`src/rtl/vbi_xtr_pkg.sv`:
```
// Shared types for the vertical-blanking data line extractor.
// Assumes: nothing beyond IEEE 1800-2017 packages.
package vbi_xtr_pkg;

    // Capture state of the sequencer
    typedef enum logic {
        ST_IDLE = 1'b0,
        ST_CAPT = 1'b1
    } xtr_state_t;

endpackage

```
`src/rtl/vbi_sync_sequencer.sv`:
```
// Sync sequencer: detects sync rises, counts lines after each frame sync
// and decides when a data line is being captured.
// Assumes: hsync and vsync are already synchronous to clk and last at
// least one cycle. When both rise at the same edge, vsync takes priority.
module vbi_sync_sequencer
    import vbi_xtr_pkg::*;
#(
    parameter int LINE_W     = 10,
    parameter int LINE_FIRST = 10,
    parameter int LINE_COUNT = 10
) (
    input  logic clk,
    input  logic rst_n,
    input  logic hsync,
    input  logic vsync,
    input  logic word_done,
    output logic cap_start,
    output logic cap_en,
    output logic sync_evt
);
    localparam logic [LINE_W-1:0] L_MAX   = {LINE_W{1'b1}};
    localparam logic [LINE_W-1:0] L_FIRST = LINE_W'(LINE_FIRST);
    localparam logic [LINE_W-1:0] L_END   = LINE_W'(LINE_FIRST + LINE_COUNT);

    logic              hs_q, vs_q;
    logic              h_rise, v_rise;
    logic [LINE_W-1:0] line_q, line_nx;
    logic              is_data;
    xtr_state_t        state_q;

    // Edge detection and line-number lookahead
    always_comb begin
        h_rise  = hsync & ~hs_q;
        v_rise  = vsync & ~vs_q;
        line_nx = (line_q == L_MAX) ? line_q : line_q + 1'b1;
        is_data = (line_nx >= L_FIRST) && (line_nx < L_END);
    end

    assign cap_start = h_rise & ~v_rise & is_data;
    assign sync_evt  = h_rise | v_rise;
    assign cap_en    = (state_q == ST_CAPT);

    // Sync history, line counter and capture state
    always_ff @(posedge clk) begin
        if (!rst_n) begin
            hs_q    <= 1'b0;
            vs_q    <= 1'b0;
            line_q  <= '0;
            state_q <= ST_IDLE;
        end else begin
            hs_q <= hsync;
            vs_q <= vsync;
            if (v_rise) begin
                line_q  <= '0;
                state_q <= ST_IDLE;
            end else if (h_rise) begin
                line_q  <= line_nx;
                state_q <= is_data ? ST_CAPT : ST_IDLE;
            end else if (word_done) begin
                state_q <= ST_IDLE;
            end
        end
    end

endmodule

```
`src/rtl/vbi_bit_timer.sv`:
```
// Bit timer: after a start, waits BIT_START cycles and then runs a bit-rate
// divider. The sampling strobe fires half a bit period after each bit
// boundary.
// Assumes: BIT_DIV >= 2. The start pulse coincides with the hsync rise
// edge, and en stays high for the rest of the capture.
module vbi_bit_timer #(
    parameter int BIT_DIV   = 20,
    parameter int BIT_START = 10
) (
    input  logic clk,
    input  logic rst_n,
    input  logic start,
    input  logic en,
    output logic sample_stb
);
    localparam int DLY_W = (BIT_START > 0) ? $clog2(BIT_START + 1) : 1;
    localparam int PH_W  = $clog2(BIT_DIV);
    localparam logic [PH_W-1:0]  PH_LAST = PH_W'(BIT_DIV - 1);
    localparam logic [PH_W-1:0]  PH_HALF = PH_W'(BIT_DIV / 2);
    localparam logic [DLY_W-1:0] DLY_LD  = DLY_W'(BIT_START);

    logic [DLY_W-1:0] dly_q;
    logic [PH_W-1:0]  ph_q;

    // Strobe at mid-bit once the start offset has elapsed
    assign sample_stb = en && (dly_q == '0) && (ph_q == PH_HALF);

    // Start-offset countdown and bit-phase divider
    always_ff @(posedge clk) begin
        if (!rst_n) begin
            dly_q <= '0;
            ph_q  <= '0;
        end else if (start) begin
            dly_q <= DLY_LD;
            ph_q  <= '0;
        end else if (en) begin
            if (dly_q != '0) begin
                dly_q <= dly_q - 1'b1;
            end else begin
                ph_q <= (ph_q == PH_LAST) ? '0 : ph_q + 1'b1;
            end
        end
    end

endmodule

```
`src/rtl/vbi_word_capture.sv`:
```
// Word capture: shifts in the sampled bits, compares the two copies once
// both are in, and presents the first copy to the downstream stage.
// Assumes: start clears the bit count. sync_evt at the completion edge
// discards the word.
module vbi_word_capture #(
    parameter int WORD_W = 16
) (
    input  logic              clk,
    input  logic              rst_n,
    input  logic              start,
    input  logic              sample_stb,
    input  logic              data_in,
    input  logic              sync_evt,
    input  logic              out_ready,
    output logic              word_done,
    output logic              out_valid,
    output logic [WORD_W-1:0] out_word,
    output logic              mismatch_err,
    output logic              overrun
);
    localparam int TOT   = 2 * WORD_W;
    localparam int IDX_W = $clog2(TOT + 1);
    localparam logic [IDX_W-1:0] IDX_LAST = IDX_W'(TOT - 1);

    logic [TOT-1:0]   sreg_q;
    logic [TOT-1:0]   full;
    logic [IDX_W-1:0] idx_q;

    // Complete word, including the bit being sampled now
    assign full      = {sreg_q[TOT-2:0], data_in};
    assign word_done = sample_stb && (idx_q == IDX_LAST);

    // Shift register and bit counter
    always_ff @(posedge clk) begin
        if (!rst_n) begin
            sreg_q <= '0;
            idx_q  <= '0;
        end else if (start) begin
            idx_q <= '0;
        end else if (sample_stb) begin
            sreg_q <= full;
            idx_q  <= idx_q + 1'b1;
        end
    end

    // Hand-off, drop and copy-compare outputs
    always_ff @(posedge clk) begin
        if (!rst_n) begin
            out_valid    <= 1'b0;
            overrun      <= 1'b0;
            mismatch_err <= 1'b0;
            out_word     <= '0;
        end else begin
            out_valid    <= 1'b0;
            overrun      <= 1'b0;
            mismatch_err <= 1'b0;
            if (word_done && !sync_evt) begin
                out_valid    <= out_ready;
                overrun      <= ~out_ready;
                mismatch_err <= (full[TOT-1:WORD_W] != full[WORD_W-1:0]);
                if (out_ready) begin
                    out_word <= full[TOT-1:WORD_W];
                end
            end
        end
    end

endmodule

```
`src/rtl/vbi_word_extractor.sv`:
```
// Top level of the vertical-blanking data line extractor. Finds the data
// lines by counting syncs, samples each bit at mid-bit and delivers one
// word per data line.
// Assumes: line offset, bit-start offset and bit divider match the injector.
module vbi_word_extractor #(
    parameter int WORD_W     = 16,
    parameter int BIT_DIV    = 20,
    parameter int BIT_START  = 10,
    parameter int LINE_W     = 10,
    parameter int LINE_FIRST = 10,
    parameter int LINE_COUNT = 10
) (
    input  logic              clk,
    input  logic              rst_n,
    input  logic              hsync,
    input  logic              vsync,
    input  logic              data_in,
    input  logic              out_ready,
    output logic              out_valid,
    output logic [WORD_W-1:0] out_word,
    output logic              mismatch_err,
    output logic              overrun
);
    logic cap_start, cap_en, sync_evt, sample_stb, word_done;

    // Line counting and capture control
    vbi_sync_sequencer #(
        .LINE_W     (LINE_W),
        .LINE_FIRST (LINE_FIRST),
        .LINE_COUNT (LINE_COUNT)
    ) u_seq (
        .clk       (clk),
        .rst_n     (rst_n),
        .hsync     (hsync),
        .vsync     (vsync),
        .word_done (word_done),
        .cap_start (cap_start),
        .cap_en    (cap_en),
        .sync_evt  (sync_evt)
    );

    // Bit-rate divider with the half-period sampling strobe
    vbi_bit_timer #(
        .BIT_DIV   (BIT_DIV),
        .BIT_START (BIT_START)
    ) u_tmr (
        .clk        (clk),
        .rst_n      (rst_n),
        .start      (cap_start),
        .en         (cap_en),
        .sample_stb (sample_stb)
    );

    // Bit assembly and word hand-off
    vbi_word_capture #(
        .WORD_W (WORD_W)
    ) u_cap (
        .clk          (clk),
        .rst_n        (rst_n),
        .start        (cap_start),
        .sample_stb   (sample_stb),
        .data_in      (data_in),
        .sync_evt     (sync_evt),
        .out_ready    (out_ready),
        .word_done    (word_done),
        .out_valid    (out_valid),
        .out_word     (out_word),
        .mismatch_err (mismatch_err),
        .overrun      (overrun)
    );

endmodule

```
`config.mk`:
```
export PLATFORM = sky130hd
export DESIGN_NAME = vbi_word_extractor
export DESIGN_NICKNAME = d
export VERILOG_FILES = /design/src/rtl/vbi_xtr_pkg.sv /design/src/rtl/vbi_sync_sequencer.sv /design/src/rtl/vbi_bit_timer.sv /design/src/rtl/vbi_word_capture.sv /design/src/rtl/vbi_word_extractor.sv
export SDC_FILE = /design/constraint.sdc
export NUM_CORES = 1
export LEC_CHECK = 0
export CAP_MARGIN = 20
export CORE_ASPECT_RATIO = 1.2
export CORE_UTILIZATION = 63
export CTS_CLUSTER_SIZE = 8
export DETAILED_ROUTE_END_ITERATION = 10
export PLACE_DENSITY = 0.91
export SLEW_MARGIN = 20
export SYNTH_ARGS = -nofsm -noshare
export SYNTH_HDL_FRONTEND = slang
export SYNTH_SLANG_ARGS = --single-unit
```
`constraint.sdc`:
```
create_clock -name clk -period 3.54 [get_ports clk]
set_clock_uncertainty 0.1 [all_clocks]
set_input_delay 0.354 -clock clk [delete_from_list [all_inputs] [get_ports clk]]
set_output_delay 0.354 -clock clk [all_outputs]
set_load 0.005 [all_outputs]
```
==> flow_metrics.tcl, run 1 <==
set metrics [dict create \
    required_ns 3.72 \
    drive_above_1_share_pct 8.96 \
    syn_area_sq_um 3530 \
    cp-startpoint "u_seq.line_q[0]" \
    crit_top_cell "o31ai_4" \
    num_antenna_cells 0 \
    core_sq_um 5330 \
    path_cells "ha_1, and4_1, o21ai_0, a211oi_2, o31ai_4, o31ai_4, buf_4, mux2i_1" \
    dieArea_sq_um 5910 \
    cpMaxStageDelayCell "buf_4" \
    clock_latency_ns 0.35 \
    end_kind "flip-flop" \
    pwr-share-comb_pct 2.9 \
    first_global_vias 2544 \
    yosysSeqAreaShare_pct 44.2 \
    syn_nets 389 \
    grt_usage_pct 23.8 \
    slowest_delay_ns 0.47 \
    antenna_left 0 \
    hold_start "rst_n" \
    swShare_pct 23.8 \
    area_delta_synth_final_pct 11.9 \
    grt_max_degree 62 \
    max-clock-path-buffers 2 \
    syn_inst 377 \
    io_buffers 24 \
    start_kind "flip-flop" \
    cts.repair.resized 0 \
    start_util_pct 66.2 \
    nets 409 \
    wl_mm 6.57 \
    dr.pass1.iters 4 \
    rsz0062_at_grt "no" \
    post-route-period-util_pct 76.3 \
    post_cts_buffers 0 \
    arrival_ns 2.88 \
    wl_per_cell_um 14.2 \
    synth_top_flop_cell "dfxtp_1" \
    clk_pin_slew_ns 0.08 \
    p_leak_uw 0.00161 \
    p_switching_uw 382 \
    avgSynthCellArea_sq_um 9.37 \
    grt.overflow.total 0 \
    ys_warn_count 0 \
    relSlewSlack_pct 62.7 \
    hpwl_mm 4.61 \
    ys_ff_latch 78 \
    cts_buffers 9 \
    fmaxAchievable_ghz 0.370 \
    worst_pin_slew_ns 0.560 \
    slew_violations 0 \
    finalHoldViolations 0 \
    synth_cell_types 55 \
    grt_pass1_wl_mm 11.2 \
    grt_antenna_before_repair 0 \
    status "complete, no violations" \
    gp_congestion 0.807 \
    pin_count 25 \
    clock_sinks 78 \
    min_period_ns 2.70 \
    fill_cells 388 \
    setup_tns_ns 0 \
    hp-class "in2reg" \
    timing.rr.start "u_seq.line_q[0]" \
    holdWs_ns 0.231 \
    cts_hold_buf 0 \
    cts_tree "built" \
    seqPwrFrac_pct 54.8 \
    drc_errors 0 \
    dieWidth_um 70.4 \
    worst-setup-path-type "reg2reg" \
    p_per_area_nw_per_um2 407 \
    synth_edf_count 0 \
    async_flop_share_pct 0 \
    drtIter0Drc 129 \
    routed_via_density 5.78 \
    p_int_uw 1230 \
    rows 29 \
    crit_fanout 31 \
    max-vdd-ir-drop_uv 323 \
    cap_violations 0 \
    die_h_um 84.0 \
    setup_viol 0 \
    power_frac_clock_pct 42.3 \
    cts_max_level 3 \
    cts-root-buf "clkbuf_8" \
    via_count 2684 \
]
[power by group through the flow]
| stage | Sequential [uW] | Combinational, uW | Clock (uW) |
|---|---|---|---|
| detailed placement | 901 | 45.5 | 0 |
| finish | 881 | 46.6 | 681 |
| global route | 881 | 50.0 | 731 |
| CTS | 881 | 46.0 | 687 |
| floorplan | 901 | 31.5 | 0 |
| global placement | 901 | 43.8 | 0 |
[worst max-delay path, delay by kind of cell, from the launching register on]
kind | cells | cell delay (ns)
muxes | 1 | 0.27
buffers and inverters | 1 | 0.47
AOI/OAI and AO/OA | 4 | 0.81
adders and majority gates | 1 | 0.32
DFF | 1 | 0.42
and+or+nand+nor | 1 | 0.23
[cell usage in the layout (no fill, tap or decap), types with 3 or more instances in the layout]
cell type,n
a21oi_1,8
a2bb2oi_1,4
buf_4,4
clkbuf_8,9
clkdlybuf4s50_1,23
dfxtp_1,78
ha_1,6
inv_1,5
mux2i_1,37
nand2_1,65
nand2b_1,5
nand3_1,17
nand4_1,10
nor2_1,30
nor2b_1,3
nor3_1,7
o21ai_0,3
o21ai_1,10
xnor2_1,21
xor2_1,11
[layer usage]
metal	routed length [um]	GRT usage (%)	share of wire, %
met5	0	0	0
met4	146	10.5	2.2
met3	137	4.47	2.1
met2	3410	41.6	52
met1	2870	27.8	44
[logic make-up after synthesis]
| kind of cell | count (synthesis) | synth area share (%) |
|---|---|---|
| AOI/OAI and AO/OA | 41 | 8.79 |
| xor gates and xnor gates | 32 | 7.93 |
| adders and majority gates | 6 | 2.13 |
| buffers and inverters | 24 | 4.07 |
| DFF | 78 | 44.2 |
| muxes | 38 | 10.8 |
| and+or+nand+nor | 158 | 22.1 |
[state kept, by name, summed over array words and instances, names as in the netlist]
name / flops
u_cap.idx_q: 6
u_cap.mismatch_err: 1
u_cap.out_valid: 1
u_cap.out_word: 16
u_cap.overrun: 1
u_cap.sreg_q: 31
u_seq.cap_en: 1
u_seq.hs_q: 1
u_seq.line_q: 10
u_seq.vs_q: 1
u_tmr.dly_q: 4
u_tmr.ph_q: 5
[area by class of cell]
type                       instances  area (sq um)  share of cell area (%)
sequential                        78          1560                    39.5
tap                               62          77.6                    1.96
clock inverter                     7          80.1                    2.03
clock buffer                       9           124                    3.13
timing repair buffer              28           265                    6.71
inverter                           5          18.8                   0.475
multi-input combinational        275          1830                    46.2
[stage by stage]
step	area, sq um	utilization [%]	setup slack [ns]	power, uW	cells
after floorplan	3530	-	1.28	932	377
after global placement	3750	70.3	0.987	945	448
after detailed placement	3750	70.3	0.866	947	448
after CTS	3950	74.1	0.838	1610	464
after global routing	3950	74.1	0.558	1660	464
final	3950	74.1	0.838	1610	464
[synth_stat cells (5+ instances only)]
cell type,instances,share of area [%]
clkbuf_1,9,0.96
nand2b_1,5,0.89
nand3_1,17,2.4
nand4_1,10,1.8
nand2_1,65,6.9
nor2_1,30,3.2
a21oi_1,8,1.1
dfxtp_1,78,44
xor2_1,11,2.7
nor3_1,7,0.99
mux2i_1,37,10
xnor2_1,21,5.2
o21ai_1,10,1.4
inv_1,5,0.53
ha_1,6,2.1
[final timing paths]
| kind | endpoint | slack (ns) | depth (start not counted) |
|---|---|---|---|
| min | u_tmr.dly_q[1] | 0.23 | 3 |
| max reg2reg | u_cap.sreg_q[26] | 0.84 | 8 |
| max | u_cap.sreg_q[26] | 0.84 | 8 |
| min reg2reg | u_cap.out_word[3] | 0.35 | 2 |
Power figures use the tool's default switching activity.
==> run 2, diff against run 1 <==
--- a/config.mk
+++ b/config.mk
@@ -7,10 +7,10 @@
 export LEC_CHECK = 0
 export CAP_MARGIN = 20
 export CORE_ASPECT_RATIO = 1.2
-export CORE_UTILIZATION = 63
+export CORE_UTILIZATION = 58
 export CTS_CLUSTER_SIZE = 8
 export DETAILED_ROUTE_END_ITERATION = 10
-export PLACE_DENSITY = 0.91
+export PLACE_DENSITY = 0.85
 export SLEW_MARGIN = 20
 export SYNTH_ARGS = -nofsm -noshare
 export SYNTH_HDL_FRONTEND = slang
==> constraint.sdc (replaced) <==
create_clock -name clk -period 2.8 [get_ports clk]
set_clock_uncertainty 0.1 [all_clocks]
set_input_delay 0.28 -clock clk [delete_from_list [all_inputs] [get_ports clk]]
set_output_delay 0.28 -clock clk [all_outputs]
set_load 0.005 [all_outputs]
==> run 2 against run 1 <==
Net effect: cell area up 0.98%; utilization fell by 5.1 points; highest routed layer unchanged; maximum frequency up 7.7%.
==> flow_metrics.tcl, run 2 (synthesized netlist as in run 1, its figures left out) <==
set metrics [dict create \
    dr.pass1.iters 5 \
    io_buffers 24 \
    clk_pin_slew_ns 0.08 \
    cpMaxStageDelayCell "dfxtp_1" \
    via_count 2613 \
    drtIter0Drc 88 \
    nets 410 \
    grt_usage_pct 22.6 \
    most-common-layout-cells "78 x dfxtp_1, 65 x nand2_1, 37 x mux2i_1" \
    rsz0062_at_grt "no" \
    arrival_ns 2.68 \
    grt_max_degree 50 \
    fmaxAchievable_ghz 0.398 \
    finalWorstSetupSlack_ns 0.290 \
    drc_errors 0 \
    drive_above_1_share_pct 8.93 \
    hp-class "in2reg" \
    p_per_area_nw_per_um2 507 \
    top_regs "u_cap.sreg_q x31, u_cap.out_word x16, u_seq.line_q x10" \
    p_int_uw 1590 \
    post-route-period-util_pct 89.6 \
    pre_cts_ws_ns 0.296 \
    first_global_vias 2536 \
    seqPwrFrac_pct 55.0 \
    status "complete, no violations" \
    path_buf_inv 1 \
    path_cells "ha_1, nand2_1, mux2i_1, a31o_1, o31ai_4, o31ai_4, buf_12, mux2i_1" \
    cts_buffers 9 \
    power_frac_clock_pct 42.1 \
    pin_count 25 \
    p_leak_uw 0.00163 \
    grt.overflow.total 0 \
    p_switching_uw 437 \
    dieWidth_um 73.2 \
    crit_fanout 31 \
    max-vdd-ir-drop_uv 396 \
    hpwl_mm 4.57 \
    cap_violations 0 \
    grt_pass1_wl_mm 11.1 \
    relSlewSlack_pct 67.2 \
    clock_latency_ns 0.35 \
    end_kind "flip-flop" \
    fill_cells 458 \
    antenna_left 0 \
    required_ns 2.97 \
    die_h_um 87.5 \
    cts_max_level 3 \
    setup_viol 0 \
    wl_mm 6.49 \
    cts_hold_buf 0 \
    pwr-share-comb_pct 2.8 \
    max-clock-path-buffers 2 \
    core_sq_um 5780 \
    critPathTopFamily "compound AO/OA/AOI/OAI gates" \
    clock_sinks 78 \
    start_util_pct 61.1 \
    start_kind "flip-flop" \
    worst_pin_slew_ns 0.485 \
    slowest_delay_ns 0.41 \
    cts-root-buf "clkbuf_8" \
    regMostFlops "u_cap.sreg_q" \
    swShare_pct 21.6 \
    largest_register_ffs 31 \
    slew_violations 0 \
    cts.repair.resized 0 \
    rows 30 \
    finalHoldViolations 0 \
    mostFrequentLayoutCell "dfxtp_1" \
    num_antenna_cells 0 \
    worst-setup-path-type "reg2reg" \
    grt_antenna_before_repair 0 \
    gp_congestion 0.838 \
    dieArea_sq_um 6410 \
    wl_per_cell_um 13.4 \
    cts_tree "built" \
    setup_tns_ns 0 \
    post_cts_buffers 0 \
    routed_via_density 5.41 \
    area_delta_synth_final_pct 13.0 \
    min_period_ns 2.51 \
]
## run 2: changes by cell type in the layout (fill, tap and decap cells not counted), moves of 2 or more
cell and delta:
clkinv_2 +3, clkbuf_8 +2, clkinv_4 -2, clkinvlp_4 -2, inv_6 -2
## run 2: stage by stage
step                total power, uW  std cells  hold slack, ns  instance area, sq um  util (%)
floorplan                      1180        377           0.252                  3530         -
global placement               1200        467           0.338                  3790      65.6
detailed placement             1200        467           0.345                  3790      65.6
CTS                            2040        483           0.240                  3990      69.1
global route                   2100        483           0.263                  3990      69.1
finish                         2020        483           0.250                  3990      69.1
## run 2: layout make-up
cell class	instances	area, sq um	area share [%]
multi-input combinational	275	1830	45.8
clock inverter	4	45.0	1.13
timing repair buffer	29	285	7.15
tap	80	100	2.51
sequential	78	1560	39.1
inverter	5	18.8	0.470
clock buffer	12	155	3.89
## run 2: path summary, 6_finish.rpt
path / from / endpoint / slack, ns / cells past startpoint
setup / recovery: u_seq.line_q[0] / u_cap.sreg_q[17] / 0.29 / 8
hold / removal: rst_n / u_cap.out_word[1] / 0.25 / 3
setup reg to reg: u_seq.line_q[0] / u_cap.sreg_q[17] / 0.29 / 8
hold reg to reg: u_cap.out_word[10] / u_cap.out_word[10] / 0.35 / 2
## run 2: per-layer routing
metal	up-vias	part of all wire [%]	global-route usage, %
met3	9	2.7	3.70
met5	-	0	0
li1	1339	-	-
met2	34	50	39.4
met1	1231	45	26.4
met4	0	1.6	11.6
## run 2: worst register-to-register path, stage by stage, from the launching register on
cell and delay [ns]:
dfxtp_1 0.41, ha_1 0.32, nand2_1 0.22, mux2i_1 0.20
a31o_1 0.24, o31ai_4 0.13, o31ai_4 0.31, buf_12 0.27
mux2i_1 0.23
## run 2: power groups by stage
stage | Clock [uW] | Combinational, uW | Sequential (uW)
after detailed placement | 0 | 57.1 | 1140
after floorplan | 0 | 39.8 | 1140
after global placement | 0 | 56.3 | 1140
final | 852 | 57.5 | 1110
after CTS | 865 | 57.6 | 1110
after global routing | 923 | 63.7 | 1110
==> run 3, diff against run 2 <==
--- a/config.mk
+++ b/config.mk
@@ -10,6 +10,7 @@
 export CORE_UTILIZATION = 58
 export CTS_CLUSTER_SIZE = 8
 export DETAILED_ROUTE_END_ITERATION = 10
+export GPL_TIMING_DRIVEN = 0
 export PLACE_DENSITY = 0.85
 export SLEW_MARGIN = 20
 export SYNTH_ARGS = -nofsm -noshare
==> run 3 against run 2 <==
Net effect: utilization grew 2.0 points; critical endpoint is now u_cap.sreg_q[11]; wire length grew 8.7%; cell area grew 2.9%; critical path depth is the same; die area is the same; first-iteration DRC count grew 45%; via count grew 5.0%.
==> flow_metrics.tcl, run 3 (synthesized netlist as in run 1, its figures left out) <==
set metrics [dict create \
    status "complete, no violations" \
    num_antenna_cells 0 \
    fill_cells 450 \
    dieArea_sq_um 6410 \
    start_util_pct 61.1 \
    power_frac_clock_pct 46.0 \
    clock_latency_ns 0.35 \
    clk_pin_slew_ns 0.08 \
    grt_max_degree 14 \
    regMostFlops "u_cap.sreg_q" \
    p_leak_uw 0.00168 \
    cts_buffers 9 \
    end_kind "flip-flop" \
    clock_sinks 78 \
    cap_violations 0 \
    crit_fanout 10 \
    max-clock-path-buffers 2 \
    rows 30 \
    dieWidth_um 73.2 \
    mostFrequentLayoutCell "dfxtp_1" \
    first_global_vias 2695 \
    fmaxAchievable_ghz 0.384 \
    slew_violations 0 \
    finalPower_uw 2180 \
    p_int_uw 1720 \
    max-vdd-ir-drop_uv 480 \
    required_ns 2.98 \
    rsz0062_at_grt "no" \
    antenna_left 0 \
    pre_cts_ws_ns 0.191 \
    slowest_delay_ns 0.49 \
    worst-setup-path-type "reg2reg" \
    cpMaxStageDelayCell "o31ai_4" \
    pin_count 25 \
    hp-class "reg2reg" \
    routed_via_density 5.53 \
    worst_pin_slew_ns 0.522 \
    drc_errors 0 \
    arrival_ns 2.78 \
    wl_mm 7.06 \
    grt.overflow.total 0 \
    dr.pass1.iters 4 \
    min_period_ns 2.60 \
    swShare_pct 21.0 \
    wl_per_cell_um 14.2 \
    start_kind "flip-flop" \
    stdcell_area_sq_um 4110 \
    pwr-share-comb_pct 2.9 \
    cts_hold_buf 0 \
    io_buffers 24 \
    p_per_area_nw_per_um2 530 \
    path_cells "ha_1, nand2_1, mux2i_1, a31o_1, o31ai_4, o31ai_4, buf_8, mux2i_1" \
    die_h_um 87.5 \
    finalWorstSetupSlack_ns 0.198 \
    core_sq_um 5780 \
    setup_viol 0 \
    hpwl_mm 5.15 \
    drive_above_1_share_pct 9.62 \
    seqPwrFrac_pct 51.2 \
    drtIter0Drc 128 \
    finalHoldViolations 0 \
    cts-root-buf "clkbuf_8" \
    via_count 2743 \
    grt_usage_pct 24.6 \
    most-common-layout-cells "78 x dfxtp_1, 65 x nand2_1, 37 x mux2i_1" \
    cts.repair.resized 0 \
    area_delta_synth_final_pct 16.3 \
    gp_congestion 0.816 \
    post-route-period-util_pct 92.9 \
    cts_max_level 3 \
    place_area_sq_um 3870 \
    cts_tree "built" \
    final_cells 496 \
    relSlewSlack_pct 64.7 \
    grt_pass1_wl_mm 12.0 \
    grt_antenna_before_repair 0 \
    setup_tns_ns 0 \
    post-place-cells 481 \
    post_cts_buffers 0 \
    p_switching_uw 458 \
    nets 424 \
    largest_register_ffs 31 \
    top_regs "u_cap.sreg_q x31, u_cap.out_word x16, u_seq.line_q x10" \
]
-- run 3: cell types whose count changed in the layout (fill, tap and decap cells not counted), moves of 2 or more --
cell | before | now
clkinv_2 | 3 | 1
clkbuf_8 | 11 | 9
bufinv_16 | 1 | 3
buf_2 | 1 | 4
buf_8 | 0 | 3
clkbuf_1 | 1 | 9
buf_4 | 4 | 1
-- run 3: layout make-up --
cell class,count,area [sq um],share of cell area (%)
Inverter,5,18.8,0.457
Tap cell,80,100,2.44
Multi-Input combinational cell,275,1830,44.5
Clock inverter,6,111,2.71
Buffer,19,125,3.05
Timing Repair Buffer,24,240,5.85
Sequential cell,78,1560,38.0
Clock buffer,9,124,3.02
-- run 3: power groups by stage --
stage               clock network [uW]  logic (uW)  registers [uW]
floorplan                            0        39.8            1140
global placement                     0        59.9            1140
detailed placement                   0        61.5            1140
CTS                               1000        62.0            1110
global route                      1060        68.4            1110
finish                            1000        62.2            1110
-- run 3: worst paths after layout --
path | start | slack (ns) | depth (start not counted) | end
max | u_seq.line_q[0] | 0.20 | 8 | u_cap.sreg_q[11]
max reg2reg | u_seq.line_q[0] | 0.20 | 8 | u_cap.sreg_q[11]
min reg2reg | u_cap.out_word[13] | 0.35 | 2 | u_cap.out_word[13]
min | u_cap.out_word[13] | 0.35 | 2 | u_cap.out_word[13]
-- run 3: per-layer routing --
layer  share of wire [%]  wire length, um  track usage [%]
met4                 1.3               95             9.80
met5                   0                0                0
met3                 3.2              225             5.90
met2                  52             3690             42.9
met1                  43             3050             28.5
-- run 3: critical path: cells and delay by family, from the launching register on --
family                     cells  cell delay, ns
AOI/OAI and AO/OA              3            0.82
adders and majority gates      1            0.32
buffers and inverters          1            0.22
DFF                            1            0.41
muxes                          2            0.42
and+or+nand+nor                1            0.24
-- run 3: stage by stage --
| step | hold slack, ns | utilization, % |
|---|---|---|
| detailed placement | 0.343 | 67.0 |
| global placement | 0.338 | 67.0 |
| global route | 0.378 | 71.1 |
| floorplan | 0.252 | - |
| CTS | 0.354 | 71.1 |
| finish | 0.353 | 71.1 |
